--- src/rtl/cnv_pkg.sv ---
`timescale 1ns/1ps
package cnv_pkg;
  localparam int NCH = 4;

  typedef enum logic [2:0] {
    SEL_CH_A    = 3'd0,
    SEL_CH_B    = 3'd1,
    SEL_CH_C    = 3'd2,
    SEL_CH_D    = 3'd3,
    SEL_PAIR_AB = 3'd4,
    SEL_PAIR_CD = 3'd5,
    SEL_QUAD    = 3'd6,
    SEL_STATUS  = 3'd7
  } rd_sel_e;
endpackage

--- src/rtl/cnv_run_qual.sv ---
`timescale 1ns/1ps
module cnv_run_qual #(
  parameter int RUN_QUAL = 4
) (
  input  logic clk,
  input  logic rst_n,
  input  logic run_i,
  output logic go_o
);
  localparam int CW = $clog2(RUN_QUAL + 1);
  localparam logic [CW-1:0] QMAX = CW'(RUN_QUAL);

  logic [CW-1:0] cnt_q, cnt_d;
  logic          go_q, go_d;

  // saturating count of consecutive high samples
  always_comb begin
    if (!run_i)             cnt_d = '0;
    else if (cnt_q == QMAX) cnt_d = cnt_q;
    else                    cnt_d = cnt_q + 1'b1;
    go_d = (cnt_d == QMAX);
  end

  always_ff @(posedge clk or negedge rst_n) begin
    if (!rst_n) begin
      cnt_q <= '0;
      go_q  <= 1'b0;
    end else begin
      cnt_q <= cnt_d;
      go_q  <= go_d;
    end
  end

  assign go_o = go_q;
endmodule

--- src/rtl/cnv_snapshot.sv ---
`timescale 1ns/1ps
module cnv_snapshot import cnv_pkg::*; #(
  parameter int W = 16
) (
  input  logic             clk,
  input  logic             rst_n,
  input  logic             new_set_i,
  input  logic [NCH*W-1:0] smp_data_i,
  input  logic [NCH-1:0]   active_i,
  input  logic [NCH-1:0]   clr_i,
  input  logic             ovr_clr_i,
  output logic [NCH*W-1:0] shadow_o,
  output logic [NCH-1:0]   pend_o,
  output logic             ovr_o
);
  logic [NCH*W-1:0] shadow_q, shadow_d;
  logic [NCH-1:0]   pend_q, pend_d, pend_left;
  logic             ovr_q, ovr_d;

  always_comb begin
    pend_left = pend_q & ~clr_i;
    shadow_d  = new_set_i ? smp_data_i : shadow_q;
    pend_d    = new_set_i ? active_i : pend_left;
    if (new_set_i && (|pend_left)) ovr_d = 1'b1;
    else if (ovr_clr_i)            ovr_d = 1'b0;
    else                           ovr_d = ovr_q;
  end

  always_ff @(posedge clk or negedge rst_n) begin
    if (!rst_n) begin
      shadow_q <= '0;
      pend_q   <= '0;
      ovr_q    <= 1'b0;
    end else begin
      if (new_set_i) shadow_q <= shadow_d;
      pend_q <= pend_d;
      ovr_q  <= ovr_d;
    end
  end

  assign shadow_o = shadow_q;
  assign pend_o   = pend_q;
  assign ovr_o    = ovr_q;
endmodule

--- src/rtl/cnv_host_rd.sv ---
`timescale 1ns/1ps
module cnv_host_rd import cnv_pkg::*; #(
  parameter int W = 16
) (
  input  logic             clk,
  input  logic             rst_n,
  input  logic             rd_en_i,
  input  logic [2:0]       rd_sel_i,
  input  logic [NCH*W-1:0] shadow_i,
  input  logic             ovr_i,
  input  logic             pend_any_i,
  output logic [NCH*W-1:0] rd_data_o,
  output logic             rd_valid_o,
  output logic [NCH-1:0]   clr_o,
  output logic             ovr_clr_o
);
  logic [W-1:0]     ch [NCH];
  logic [NCH*W-1:0] data_d, rd_data_q, rd_data_n;
  logic [NCH-1:0]   mask_d;
  logic             stat_d;
  logic             rd_valid_q;

  for (genvar k = 0; k < NCH; k++) begin : g_ch
    assign ch[k] = shadow_i[k*W +: W];
  end

  always_comb begin
    data_d = '0;
    mask_d = '0;
    stat_d = 1'b0;
    unique case (rd_sel_e'(rd_sel_i))
      SEL_CH_A, SEL_CH_B, SEL_CH_C, SEL_CH_D: begin
        data_d[W-1:0]          = ch[rd_sel_i[1:0]];
        mask_d[rd_sel_i[1:0]]  = 1'b1;
      end
      SEL_PAIR_AB: begin
        data_d[2*W-1:W] = ch[0];
        data_d[W-1:0]   = ch[1];
        mask_d          = 4'b0011;
      end
      SEL_PAIR_CD: begin
        data_d[2*W-1:W] = ch[2];
        data_d[W-1:0]   = ch[3];
        mask_d          = 4'b1100;
      end
      SEL_QUAD: begin
        for (int k = 0; k < NCH; k++) data_d[(NCH-1-k)*W +: W] = ch[k];
        mask_d = '1;
      end
      SEL_STATUS: begin
        data_d[1:0] = {pend_any_i, ovr_i};
        stat_d      = 1'b1;
      end
      default: ;
    endcase
    rd_data_n = rd_en_i ? data_d : rd_data_q;
  end

  assign clr_o     = rd_en_i ? mask_d : '0;
  assign ovr_clr_o = rd_en_i & stat_d;

  always_ff @(posedge clk or negedge rst_n) begin
    if (!rst_n) begin
      rd_data_q  <= '0;
      rd_valid_q <= 1'b0;
    end else begin
      if (rd_en_i) rd_data_q <= rd_data_n;
      rd_valid_q <= rd_en_i;
    end
  end

  assign rd_data_o  = rd_data_q;
  assign rd_valid_o = rd_valid_q;
endmodule

--- src/rtl/cnv_scan.sv ---
`timescale 1ns/1ps
module cnv_scan import cnv_pkg::*; #(
  parameter int W = 16
) (
  input  logic             clk,
  input  logic             rst_n,
  input  logic             cs_n_i,
  input  logic [NCH-1:0]   scan_en_i,
  input  logic [NCH*W-1:0] shadow_i,
  input  logic             new_set_i,
  output logic [W-1:0]     word_o,
  output logic             valid_o,
  output logic [NCH-1:0]   clr_o
);
  localparam int IW = $clog2(NCH);

  logic             cs_q;
  logic [NCH-1:0]   remain_q, remain_d;
  logic [NCH*W-1:0] frame_q;
  logic             stale_q, stale_d;
  logic [W-1:0]     word_q, word_d;
  logic             valid_q;
  logic             fall, load, emit, found;
  logic [IW-1:0]    idx;
  logic [NCH-1:0]   pick;

  assign fall = cs_q & ~cs_n_i;
  assign load = fall & (|scan_en_i);
  assign emit = ~cs_n_i & (|remain_q);

  // lowest pending channel goes first
  always_comb begin
    idx   = '0;
    found = 1'b0;
    for (int k = 0; k < NCH; k++) begin
      if (remain_q[k] && !found) begin
        idx   = IW'(k);
        found = 1'b1;
      end
    end
    pick      = '0;
    pick[idx] = found;
  end

  always_comb begin
    remain_d = remain_q;
    stale_d  = stale_q | new_set_i;
    word_d   = word_q;
    if (cs_n_i) begin
      remain_d = '0;
    end else if (load) begin
      remain_d = scan_en_i;
      stale_d  = new_set_i;
    end else if (emit) begin
      remain_d = remain_q & ~pick;
      word_d   = frame_q[idx*W +: W];
    end
  end

  assign clr_o = (emit && !stale_q && !new_set_i) ? pick : '0;

  always_ff @(posedge clk or negedge rst_n) begin
    if (!rst_n) begin
      cs_q     <= 1'b1;
      remain_q <= '0;
      frame_q  <= '0;
      stale_q  <= 1'b0;
      word_q   <= '0;
      valid_q  <= 1'b0;
    end else begin
      cs_q     <= cs_n_i;
      remain_q <= remain_d;
      stale_q  <= stale_d;
      if (load) frame_q <= shadow_i;
      if (emit) word_q  <= word_d;
      valid_q  <= emit;
    end
  end

  assign word_o  = word_q;
  assign valid_o = valid_q;
endmodule

--- src/rtl/cnv_readout_ctrl.sv ---
`timescale 1ns/1ps
module cnv_readout_ctrl import cnv_pkg::*; #(
  parameter int W        = 16,
  parameter int RUN_QUAL = 4
) (
  input  logic             clk,
  input  logic             rst_n,
  input  logic             run_i,
  output logic             conv_go_o,
  input  logic             smp_valid_i,
  input  logic [NCH*W-1:0] smp_data_i,
  input  logic [NCH-1:0]   scan_en_i,
  output logic             eoc_n_o,
  output logic             ovr_o,
  input  logic             rd_en_i,
  input  logic [2:0]       rd_sel_i,
  output logic [NCH*W-1:0] rd_data_o,
  output logic             rd_valid_o,
  input  logic             cs_n_i,
  output logic [W-1:0]     scan_data_o,
  output logic             scan_valid_o
);
  logic             rst_meta, rst_n_s;
  logic             go, new_set;
  logic [NCH-1:0]   active, pend, rd_clr, scan_clr;
  logic [NCH*W-1:0] shadow;
  logic             ovr_clr;

  // reset asserts at once, releases on the clock
  always_ff @(posedge clk or negedge rst_n) begin
    if (!rst_n) begin
      rst_meta <= 1'b0;
      rst_n_s  <= 1'b0;
    end else begin
      rst_meta <= 1'b1;
      rst_n_s  <= rst_meta;
    end
  end

  assign new_set = smp_valid_i & go;
  assign active  = (|scan_en_i) ? scan_en_i : '1;

  cnv_run_qual #(.RUN_QUAL(RUN_QUAL)) u_qual (
    .clk   (clk),
    .rst_n (rst_n_s),
    .run_i (run_i),
    .go_o  (go)
  );

  cnv_snapshot #(.W(W)) u_snap (
    .clk        (clk),
    .rst_n      (rst_n_s),
    .new_set_i  (new_set),
    .smp_data_i (smp_data_i),
    .active_i   (active),
    .clr_i      (rd_clr | scan_clr),
    .ovr_clr_i  (ovr_clr),
    .shadow_o   (shadow),
    .pend_o     (pend),
    .ovr_o      (ovr_o)
  );

  cnv_host_rd #(.W(W)) u_rd (
    .clk        (clk),
    .rst_n      (rst_n_s),
    .rd_en_i    (rd_en_i),
    .rd_sel_i   (rd_sel_i),
    .shadow_i   (shadow),
    .ovr_i      (ovr_o),
    .pend_any_i (|pend),
    .rd_data_o  (rd_data_o),
    .rd_valid_o (rd_valid_o),
    .clr_o      (rd_clr),
    .ovr_clr_o  (ovr_clr)
  );

  cnv_scan #(.W(W)) u_scan (
    .clk       (clk),
    .rst_n     (rst_n_s),
    .cs_n_i    (cs_n_i),
    .scan_en_i (scan_en_i),
    .shadow_i  (shadow),
    .new_set_i (new_set),
    .word_o    (scan_data_o),
    .valid_o   (scan_valid_o),
    .clr_o     (scan_clr)
  );

  assign conv_go_o = go;
  assign eoc_n_o   = ~(|pend);
endmodule

--- config.mk ---
export PLATFORM = sky130hd
export DESIGN_NAME = cnv_readout_ctrl
export DESIGN_NICKNAME = d
export VERILOG_FILES = /design/src/rtl/cnv_pkg.sv /design/src/rtl/cnv_run_qual.sv /design/src/rtl/cnv_snapshot.sv /design/src/rtl/cnv_host_rd.sv /design/src/rtl/cnv_scan.sv /design/src/rtl/cnv_readout_ctrl.sv
export SDC_FILE = /design/constraint.sdc
export NUM_CORES = 1
export LEC_CHECK = 0
export BUFFER_PORTS_ARGS = -buffer_cell sky130_fd_sc_hd__buf_2
export CORE_ASPECT_RATIO = 2
export CORE_MARGIN = 3
export CORE_UTILIZATION = 40
export CTS_CLUSTER_SIZE = 25
export DETAILED_ROUTE_END_ITERATION = 10
export SYNTH_ARGS = -nofsm -noshare
export SYNTH_HDL_FRONTEND = slang
export SYNTH_SLANG_ARGS = --single-unit
--- constraint.sdc ---
create_clock -name clk -period 15.4 [get_ports clk]
set_input_delay 3.08 -clock clk [delete_from_list [all_inputs] [get_ports clk]]
set_output_delay 3.08 -clock clk [all_outputs]
set_load 0.02 [all_outputs]
== Word-level counts from Yosys, hierarchy flattened ==
Cells that the tools add are included.

* Register bits after elaboration: 227

* Bitwise gates (word level): 16
* Add/sub/neg operators: 1
* Mux-type cells: 33
* Eq/ne operators: 9
* Shift-type cells: 1
* $lt $le $gt $ge: 5
* Reductions and logical operators: 23

{| class="wikitable"
|+ Operators by type and width
! cell !! count
|-
| variable part select 64 x 7 -> 16 bit || 1
|-
| one-hot mux 14 bit (3 select lines) || 1
|-
| binary-select mux 16 bit (select 2 bit) || 1
|-
| 2-to-1 mux 16 bit || 2
|-
| 2-to-1 mux 32 bit || 1
|-
| one-hot mux 16 bit (2 select lines) || 1
|-
| 2-to-1 mux 4 bit || 7
|-
| OR reduction 4 bit || 5
|-
| == test 3 bit, second input constant || 6
|-
| one-hot mux 4 bit (4 select lines) || 1
|-
| AND 4 bit || 3
|-
| 2-to-1 mux 1 bit || 12
|-
| logical AND 1 bit || 8
|-
| inverter 4 bit || 2
|-
| one-hot mux 2 bit (4 select lines) || 1
|-
| == test 3 x 2 -> 1 bit, second input constant || 2
|-
| less-than comparator 2 x 3 -> 1 bit, second input constant || 2
|-
| 2-to-1 mux 3 bit || 2
|-
| AND 1 bit || 5
|-
| zero test 1 bit || 5
|-
| demux 1 bit (select 2 bit) || 2
|-
| >= comparator 2 x 1 -> 1 bit, second input constant || 2
|-
| 2-to-1 mux 2 bit || 2
|-
| OR 4 bit || 1
|-
| 11 further kinds || 13
|}

== Logic depth before layout (Yosys ltp) ==
* Depth after elaboration: 22
* Mapped depth: 7
* Gate-level depth less buffers: 6

== Hierarchy ==
From an unflattened synthesis, not the netlist that was laid out.

* Cells, all modules: 828
* Area total of the unflattened synthesis: 10845.4 sq um

{| class="wikitable"
|+ Modules (own cells, without submodules)
! module !! sequential area each (sq um) !! times used !! area an instance (sq um) !! cells an instance
|-
| cnv_scan || 2178.3 || 1 || 4245.3 || 341
|-
| cnv_host_rd || 1626.6 || 1 || 3349.5 || 296
|-
| cnv_snapshot || 1726.7 || 1 || 2897.8 || 156
|-
| cnv_run_qual || 100.1 || 1 || 209.0 || 19
|-
| cnv_readout_ctrl || 50.0 || 1 || 143.9 || 16
|}

== Worst setup path after synthesis ==
OpenSTA, ideal clock, no wires.

* Path type: in2reg
* From: in cs_n_i
* To: reg u_scan.frame_q[47]
* Stages: 4
* Data arrival time: 4.216 ns
* Data required time: 15.275 ns
* Setup time: 0.125 ns
* Setup slack: 11.060 ns
* Cells stage by stage: clkbuf_1 -> nor2_2 -> clkbuf_8 -> mux2_2

* Cells in the longest elaborated chain, start to end: 3

{| class="wikitable"
|+ RTL lines
! what !! line !! source
|-
| start, declared || cnv_readout_ctrl.sv:19 || <nowiki>input logic cs_n_i,</nowiki>
|-
| inverter 1 bit (no line) || - ||
|-
| AND 1 bit || cnv_scan.sv:27 || <nowiki>assign fall = cs_q & ~cs_n_i;</nowiki>
|-
| AND 1 bit || cnv_scan.sv:28 || <nowiki>assign load = fall & (|scan_en_i);</nowiki>
|-
| end signal, assigned || cnv_scan.sv:74 || <nowiki>if (load) frame_q <= shadow_i;</nowiki>
|-
| end, declared || cnv_scan.sv:19 || <nowiki>logic [NCH*W-1:0] frame_q;</nowiki>
|}

No other way between the ends.
A chain may end at the register's enable or synchronous reset.

== Worst setup path in the final report ==
* From: in rd_sel_i[2]
* To: reg u_snap.pend_q[3] (netlist: u_snap.pend_o[3])

* Cells in the longest elaborated chain, start to end: 8

{| class="wikitable"
|+ RTL lines
! what !! line !! source
|-
| start, declared || cnv_readout_ctrl.sv:16 || <nowiki>input logic [2:0] rd_sel_i,</nowiki>
|-
| == test 3 x 1 -> 1 bit (tied with other cells) || cnv_host_rd.sv:31 || <nowiki>unique case (rd_sel_e'(rd_sel_i))</nowiki>
|-
| OR reduction 4 bit || cnv_host_rd.sv:31 ||
|-
| one-hot mux 4 bit (4 select lines) * || cnv_host_rd.sv:31 ||
|-
| 2-to-1 mux 4 bit * || cnv_host_rd.sv:59 || <nowiki>assign clr_o = rd_en_i ? mask_d : '0;</nowiki>
|-
| OR 4 bit * || cnv_readout_ctrl.sv:56 || <nowiki>.clr_i (rd_clr | scan_clr),</nowiki>
|-
| inverter 4 bit * || cnv_snapshot.sv:21 || <nowiki>pend_left = pend_q & ~clr_i;</nowiki>
|-
| AND 4 bit * || cnv_snapshot.sv:21 ||
|-
| 2-to-1 mux 4 bit * || cnv_snapshot.sv:23 || <nowiki>pend_d = new_set_i ? active_i : pend_left;</nowiki>
|-
| via u_snap.pend_d[3] || cnv_snapshot.sv:17 || <nowiki>logic [NCH-1:0] pend_q, pend_d, pend_left;</nowiki>
|-
| end signal, assigned || cnv_snapshot.sv:36 || <nowiki>pend_q <= pend_d;</nowiki>
|-
| end, declared || cnv_snapshot.sv:17 ||
|}

The timed path passes the listed nets; every way through them passes the cells marked *.

==> impl_metrics.env <==
export IMPL_setup_worst_path_start="rd_sel_i[2]"
export IMPL_h_tree_depth=1
export IMPL_hold_buffers=0
export IMPL_critPathLaunchType="input port"
export IMPL_final_cell_mix="225 x dfrtp_1, 161 x buf_2, 128 x mux2_2"
export IMPL_die_y_um=227
export IMPL_period_minus_slack_ns=4.77
export IMPL_cts_tree="yes"
export IMPL_slew_viol_final=0
export IMPL_tightest_slew_ns=1.03
export IMPL_vias=6932
export IMPL_design_die_area_um2=26500
export IMPL_gp_congestion=0.817
export IMPL_antenna_found_initial=0
export IMPL_relSlewSlack_pct=30.8
export IMPL_wire_per_inst_um=23.2
export IMPL_rsz0062_at_grt="no"
export IMPL_cp_data_arrival_time_ns=5.12
export IMPL_synthesis_instances=776
export IMPL_clk_pin_slew_ns=0.07
export IMPL_crit_type="in -> reg"
export IMPL_cts_resized=0
export IMPL_powerDensity_nw_per_um2=168
export IMPL_antenna_left=0
export IMPL_clockBufferDepth=3
export IMPL_grt_pass1_vias=6871
export IMPL_antenna_cells=0
export IMPL_placed_cells=1177
export IMPL_grt_use_total_pct=20.9
export IMPL_hold_viol=0
export IMPL_worstHoldPathType="reg -> async"
export IMPL_drt_iter0_drc=410
export IMPL_rr_startpoint="u_scan.remain_q[1]$_DFFE_PN0P_"
export IMPL_grt_max_degree=75
export IMPL_whs_ns=0.176
export IMPL_cts_buffers_inserted=22
export IMPL_die_x_um=117
export IMPL_fmax_mhz=210
export IMPL_firstDrtPassIters=5
export IMPL_power_leakage_uw=0.00541
export IMPL_fin_crit_sh_pct=31.0
export IMPL_grt_pass1_wl_mm=41.1
export IMPL_via_per_inst=5.71
export IMPL_syn2layout_area_growth_pct=17.6
export IMPL_core_um2=23900
export IMPL_clock_latency_ns=0.52
export IMPL_crit_required_ns=15.75
export IMPL_post_cts_buffers=0
export IMPL_row_count=80
export IMPL_synth_edf_count=0
export IMPL_peakVddDrop_mv=0.0713
export IMPL_io_pins=162
export IMPL_syn_area_per_cell_um2=12.6
export IMPL_finClkSkew_ns=0.0235
export IMPL_status="complete, no violations"
export IMPL_cts_sinks=227
export IMPL_ys_types=49
export IMPL_finalNetCount=993
export IMPL_syn_nets=855
export IMPL_cts_root_buffer="clkbuf_16"
export IMPL_wl_mm=28.2
export IMPL_synth_warnings=0
export IMPL_r2r_cells=4
export IMPL_ys_async_sr_fraction_pct=100
export IMPL_synth_seq_cells=227
export IMPL_ff2ff_setup_slack_ns=12.92
export IMPL_tns_ns=0
export IMPL_setup_viol_count_final=0
export IMPL_synth_main_ff_cell="dfrtp_1"
export IMPL_start_util_pct=40.9
export IMPL_hpwl_mm=19.8
export IMPL_r2r_end="u_snap.ovr_o$_DFFE_PN0P_"
export IMPL_ys_seq_area_share_pct=58.1
export IMPL_drive_above_1_share_pct=37.2
export IMPL_io_buffers=161
export IMPL_mostFrequentLayoutCell="dfrtp_1"
export IMPL_cap_viol_max_count=0
export IMPL_grt_overflow=0
export IMPL_endpoint_kind="flip-flop"
export IMPL_synthesis_area_um2=9780
export IMPL_worstPathMaxFanout=44
export IMPL_endpoint="u_snap.pend_o[3]$_DFF_PN0_"
export IMPL_drc_errors=0
export IMPL_finalNonFillerCells=1215
-- layout make-up --
| type | instances | area, µm² |
|---|---|---|
| well taps | 287 | 359 |
| inverters | 24 | 90.1 |
| multi-input cells | 467 | 3730 |
| flip-flops and latches | 227 | 5690 |
| repair buffers | 172 | 888 |
| clock inverters | 7 | 116 |
| clock buffers | 31 | 636 |
| fillers | 2173 | 12400 |
-- cell usage after synthesis (all sizes together), types with 3 or more instances --
library cell | n | area share, %
a221oi | 14 | 1.3
clkbuf | 35 | 1.5
inv | 24 | 0.92
a22oi | 32 | 2.5
nor4bb | 16 | 1.6
nand3 | 6 | 0.31
dfrtp | 226 | 58
nor3 | 9 | 0.46
a31oi | 35 | 2.3
o22ai | 14 | 0.90
mux2 | 128 | 15
nand3b | 3 | 0.23
nor2 | 25 | 0.99
a22o | 32 | 2.9
buf | 23 | 1.5
nand2b | 20 | 1.3
a21oi | 26 | 1.3
nand2 | 26 | 1.0
mux2i | 19 | 1.9
o21ai | 35 | 1.8
-- stage by stage --
stage / power [µW] / util, % / worst slack [ns] / instance area, µm²
6_report: 1940 / 48.1 / 10.63 / 11500
5_1_grt: 2030 / 48.1 / 10.47 / 11500
4_1_cts: 1960 / 48.1 / 10.66 / 11500
3_5_place_dp: 1390 / 44.9 / 10.11 / 10800
3_3_place_gp: 1370 / 44.9 / 10.17 / 10800
2_1_floorplan: 1180 / - / 8.61 / 9780
-- layer usage --
layer	routed length, µm	track usage (%)	up-vias
li1	-	-	3140
met1	9590	22.2	3543
met2	15800	39.0	191
met3	1070	2.21	58
met4	1710	11.8	0
met5	0	0	-
-- kinds of logic after synthesis --
kind of cell	share of synthesized area, %
buffers and inverters	3.91
other	0.0383
DFF	58.1
and+or+nand+nor	6.58
muxes	16.9
xor gates and xnor gates	0.0896
AOI/OAI and AO/OA	14.1
adders and majority gates	0.256
-- power breakdown --
group / internal, µW / total (µW) / switching [µW]
sequential: 774 / 963 / 189
combinational: 202 / 406 / 204
clock: 338 / 568 / 230
-- flip-flops by register name, indices dropped and copies added (netlist names) --
register	flops
u_snap.ovr_o	1
u_rd.rd_data_o	64
u_scan.stale_q	1
rst_meta	1
u_snap.pend_o	4
u_qual.cnt_q	3
u_scan.valid_o	1
rst_n_s	1
u_scan.remain_q	4
u_rd.rd_valid_o	1
u_scan.frame_q	64
u_qual.go_o	1
u_scan.cs_q	1
u_scan.word_o	16
u_snap.shadow_o	64
-- critical path, stage by stage --
cell	delay [ns]
buf_2	0.69
nand2b_1	0.19
a31oi_2	0.78
a221o_1	0.29
a21oi_1	0.07
-- worst min-delay path by stage --
stage / end / slack [ns] / depth (start not counted)
final: u_rd.rd_data_o[57]$_DFFE_PN0P_ / 0.18 / 0
after detailed placement: u_rd.rd_data_o[57]$_DFFE_PN0P_ / 0.18 / 0
after global routing: u_rd.rd_data_o[57]$_DFFE_PN0P_ / 0.20 / 0
after floorplan: rst_n_s$_DFF_PN0_ / 0.33 / 0
after global placement: u_rd.rd_data_o[57]$_DFFE_PN0P_ / 0.18 / 0
after CTS: u_rd.rd_data_o[57]$_DFFE_PN0P_ / 0.19 / 0
Note: power is estimated with default switching activity, not from simulation.
